**config.mk**
```make
export PLATFORM = sky130hd
export DESIGN_NAME = sat_add_flags
export DESIGN_NICKNAME = d
export VERILOG_FILES = /design/src/rtl/sat_add_flags.sv
export SDC_FILE = /design/constraint.sdc
export NUM_CORES = 1
export LEC_CHECK = 0
export BUFFER_PORTS_ARGS = -buffer_cell sky130_fd_sc_hd__buf_2
export CORE_MARGIN = 1
export CORE_UTILIZATION = 45
export DETAILED_ROUTE_END_ITERATION = 8
export PLACE_DENSITY_LB_ADDON = 0.3
export RECOVER_POWER = 50
export SETUP_SLACK_MARGIN = 0.3
export SLEW_MARGIN = 10
export SYNTH_ARGS = -nofsm -noshare
export SYNTH_HDL_FRONTEND = slang
export SYNTH_SLANG_ARGS = --single-unit
```
**constraint.sdc**
```tcl
create_clock -name vclk -period 2.45
set_input_delay 0.1225 -clock vclk [all_inputs]
set_output_delay 0.1225 -clock vclk [all_outputs]
set_load 0.005 [all_outputs]
```
**src/rtl/sat_add_flags.sv**
```systemverilog
module sat_add_flags #(
  parameter int W = 16
) (
  input  logic [W-1:0] opnd_a,
  input  logic [W-1:0] opnd_b,
  input  logic         carry_in,
  input  logic         sat_mode,
  output logic [W-1:0] result,
  output logic         flag_c,
  output logic         flag_n,
  output logic         flag_z,
  output logic         flag_v
);

  localparam logic [W-1:0] POS_LIMIT = {1'b0, {(W-1){1'b1}}};
  localparam logic [W-1:0] NEG_LIMIT = {1'b1, {(W-1){1'b0}}};

  logic [W:0]   raw;
  logic         same_sign;
  logic [W-1:0] clamp_val;

  assign raw       = {1'b0, opnd_a} + {1'b0, opnd_b} + {{W{1'b0}}, carry_in};
  assign same_sign = (opnd_a[W-1] == opnd_b[W-1]);
  assign flag_v    = same_sign && (raw[W-1] != opnd_a[W-1]);
  assign flag_c    = raw[W];
  assign clamp_val = opnd_a[W-1] ? NEG_LIMIT : POS_LIMIT;
  assign result    = (sat_mode && flag_v) ? clamp_val : raw[W-1:0];
  assign flag_n    = result[W-1];
  assign flag_z    = (result == '0);

endmodule


```
Yosys cells after proc, flatten, opt, wreduce, memory -nomap -nowiden
Cells that the tools add are included.
{"block": "totals", "reg_bits": 0, "input_bits": 34, "out_inout_bits": 20, "word_cells": 9}
{"block": "op_classes", "add_sub_neg": 2, "n_eq_ne": 2, "muxes": 2, "n_reduce_logical": 3}
{"operator": "$mux 16", "count": 2}
{"operator": "$add 16x16->17", "count": 1}
{"operator": "$add 17x1->17", "count": 1}
{"operator": "$logic_not 16->1", "count": 1}
{"operator": "$logic_and 1x1->1", "count": 2}
{"operator": "$eq 1x1->1", "count": 1}
{"operator": "$ne 1x1->1", "count": 1}

Depth between registers and ports, before layout
{"block": "logic_depth", "ltp_word": 7, "depth_mapped": 11}

Least setup slack after synthesis
Ideal clock, no wire load.
{"block": "synth_path", "path_kind": "input -> output", "start": "input opnd_a[0]", "end": "output flag_z", "arrival_time_ps": 2356, "required_time_ps": 2328, "setup_slack_ps": -28, "cell_stages": 11, "path_cell_list": "inv_1 > fa_1 > fa_1 > nand2b_1 > a211oi_2 > o31ai_2 > a21oi_2 > xor2_1 > nand2_1 > a2bb2oi_1 > and4b_1"}
{"block": "synth_via", "elab_chain_cells": 7}
{"element": "start: declaration", "line_no": "4", "source": "input logic [W-1:0] opnd_a,"}
{"element": "$add 16x16->17 *", "line_no": "22", "source": "assign raw = {1'b0, opnd_a} + {1'b0, opnd_b} + {{W{1'b0}}, carry_in};"}
{"element": "$add 17x1->17 *", "line_no": "22"}
{"element": "$ne 1x1->1", "line_no": "24", "source": "assign flag_v = same_sign && (raw[W-1] != opnd_a[W-1]);"}
{"element": "$logic_and 1x1->1", "line_no": "24"}
{"element": "$logic_and 1x1->1", "line_no": "27", "source": "assign result = (sat_mode && flag_v) ? clamp_val : raw[W-1:0];"}
{"element": "$mux 16 *", "line_no": "27"}
{"element": "named net result[14]", "line_no": "8", "source": "output logic [W-1:0] result,"}
{"element": "$logic_not 16->1 *", "line_no": "29", "source": "assign flag_z = (result == '0);"}
{"element": "end: declaration", "line_no": "11", "source": "output logic flag_z,"}
Mark *: on every way through the listed nets, which the timed path passes. The rest lies on a longest branch.

Worst setup path after layout
{"block": "layout_path", "start": "input carry_in", "end": "output flag_z"}
{"block": "layout_via", "elab_chain_cells": 6}
{"element": "start: declaration", "line_no": "6", "source": "input logic carry_in,"}
{"element": "$add 17x1->17 *", "line_no": "22"}
{"element": "$ne 1x1->1", "line_no": "24"}
{"element": "$logic_and 1x1->1", "line_no": "24"}
{"element": "$logic_and 1x1->1", "line_no": "27"}
{"element": "$mux 16 *", "line_no": "27"}
{"element": "$logic_not 16->1 *", "line_no": "29"}
Mark *: on every way between the ends. The rest lies on a longest branch, timed or not.

==> metrics.md <==
| Metric | Value |
|---|---|
| HPWL Detailed | `2580 µm` |
| I/O pins | `54` |
| Chip width | `51.7 µm` |
| # diodes | `0` |
| Total core area | `2280 µm²` |
| Failing checks | `negative setup slack` |
| Fin area | `1720 µm²` |
| Grt total ovfl | `0` |
| Crit-path cells | `buf_6, inv_2, fa_2, fa_2, nand2b_4, a211oi_4, o31ai_4, a21oi_2, xor2_2, nand2_1, a2bb2oi_2, and4b_1, buf_2` |
| Starting Density | `48.8%` |
| Mapped Nets | `194` |
| I/O Buffers | `54` |
| Die area | `2670 µm²` |
| Post-synthesis instance total | `143` |
| Final setup vio count | `13` |
| Fmax | `0.377 GHz` |
| Number of global-route vias before repair | `1348` |
| Core Util, Final | `75.5%` |
| Die Y-Extent | `51.7 µm` |
| Unrepaired setup endpoints after global routing | `true` |
| Area after DPL | `1500 µm²` |
| Setup TNS | `-0.396 ns` |
| CP Capture Type | `output pin` |
| Post-synth cell types | `46` |
| Drt initial violations | `27` |
| Min cycle time layout | `2.65 ns` |
| GRT Util Overall | `25.4%` |
| Routed wire length | `3690 µm` |
| Arrival @ worst endpoint | `2.53 ns` |
| Fill cell count | `149` |
| Setup WS post-layout | `-0.200 ns` |
| Cell area after synthesis | `1110 µm²` |
| Routed len/inst | `15.1 µm` |
| Share of layout cells above drive strength 1 | `54.2%` |
| DRC viols | `0` |
| Crit path kind | `in -> out` |
| Area growth from synthesis to layout | `54.8%` |
| First-pass GRT wire length | `5310 µm` |
| Synthesized area per cell | `7.76 µm²` |
| Outcome | `finished, violations left` |
| Final #Nets | `269` |
| Crit-path max FO | `3` |
| Maximum VDD drop | `0.000219 V` |
| Max-Cap Viols | `0` |
| Top Family by Delay on Critical Path | `adder cells` |
| Rows | `17` |
| Overall Power | `0.000594 W` |
| Detailed-router iteration count before antenna repair | `4` |
| Sequential share of the synthesized area | `0%` |
| Hold crit path type | `in -> out` |
| Most frequent cells in the layout | `buf_2 (49), buf_4 (16), ha_1 (14)` |
| CP peak stage delay | `0.39 ns` |
| CTS Hold Bufs | `0` |
| LEAKAGE | `0.883 nW` |
| Relative slew slack | `75.4%` |
| Max Slew Vio Count | `0` |
| Initial antenna violation count | `0` |
| Storage element area | `0 µm²` |
| CP Data Required Time | `2.33 ns` |
| Worst path most repeated cell | `fa_2` |
| Final Hold Violating Endpoints | `0` |
| Largest net degree at the start of global routing | `9` |
| Final sequential cell count | `0` |
| Crit start category | `primary input` |
| Worst path slowest cell | `fa_2` |
| GP Congestion | `0.877` |
| CP Depth | `13` |
| WHS Path Cells | `4` |
| Period utilization | `108%` |
| # clk buffers | `0` |
| Most common cell after layout, fill and taps aside | `buf_2` |
| Pwr dens | `346 nW/µm²` |
| Slew @ Worst Pin | `0.366 ns` |
| Antenna Nets Post-Route | `0` |
| CP Buf/Inv Count | `3` |
| Via count | `1422` |
| Vias per cell | `5.83` |
| Ys Warns | `0` |
| Multi-input gate area | `1160 µm²` |
-- final timing paths --
check,startpoint,endpoint,slack [ns]
worst max-delay path,carry_in,flag_z,-0.20
worst min-delay path,opnd_b[15],flag_c,0.64
-- Yosys cell counts (5+ instances only) --
| master | number | area share, % |
|---|---|---|
| o21ai_2 | 6 | 4.7 |
| nor2_1 | 12 | 4.1 |
| a21o_1 | 8 | 5.4 |
| ha_1 | 15 | 17 |
| nand2b_1 | 5 | 2.8 |
| nand2_1 | 7 | 2.4 |
| a21oi_1 | 12 | 5.4 |
| xor2_1 | 7 | 5.5 |
| nor3_1 | 5 | 2.3 |
| o21ai_1 | 6 | 2.7 |
| inv_1 | 5 | 1.7 |
| o21a_1 | 6 | 4.1 |
-- power breakdown --
group	switching [W]	total, W	internal [W]
logic	0.000286	0.000594	0.000309
clock network	0	0	0
registers	0	0	0
total	0.000286	0.000594	0.000309
-- metrics by stage --
step                std cells  setup WS [ns]  hold WS, ns
finish                    244         -0.200        0.642
global route              244         -0.328        0.663
CTS                       240        -0.0699        0.638
detailed placement        234         -0.141        0.639
global placement          234        -0.0905        0.612
floorplan                 143          0.130        0.437
-- cell families (layout without fill, tap and decap cells) --
family | count (synthesis) | after routing | synth area share, %
muxes | 2 | 2 | 1.92
xor gates and xnor gates | 12 | 12 | 10.8
adders and majority gates | 17 | 17 | 20.5
buffers and inverters | 10 | 83 | 5.52
and+or+nand+nor | 46 | 46 | 23.4
AOI/OAI and AO/OA | 56 | 56 | 37.8
-- area by class of cell --
type               count  area share (%)
multi-input cells    133            67.5
repair buffers        78            29.4
well taps             28            2.04
inverters              5            1.09
-- worst min-delay path, delay by kind of cell --
| kind | cells | cell delay [ns] |
|---|---|---|
| buffers and inverters | 2 | 0.18 |
| adders and majority gates | 1 | 0.14 |
| AOI/OAI and AO/OA | 1 | 0.08 |
-- layer usage --
layer | vias to the layer above | GRT usage [%] | part of all wire (%)
met5 | - | 0 | 0
met4 | 0 | 8.11 | 2.2
met3 | 12 | 1.46 | 3.7
met2 | 57 | 52.8 | 54
met1 | 678 | 26.1 | 40
li1 | 675 | - | -
-- timing repair --
action,4_1_cts,5_1_grt
setup buffers,6,4
pin swaps,26,8
gates resized for setup,27,7
setup endpoints to repair,18,20
Power figures use the tool's default switching activity.
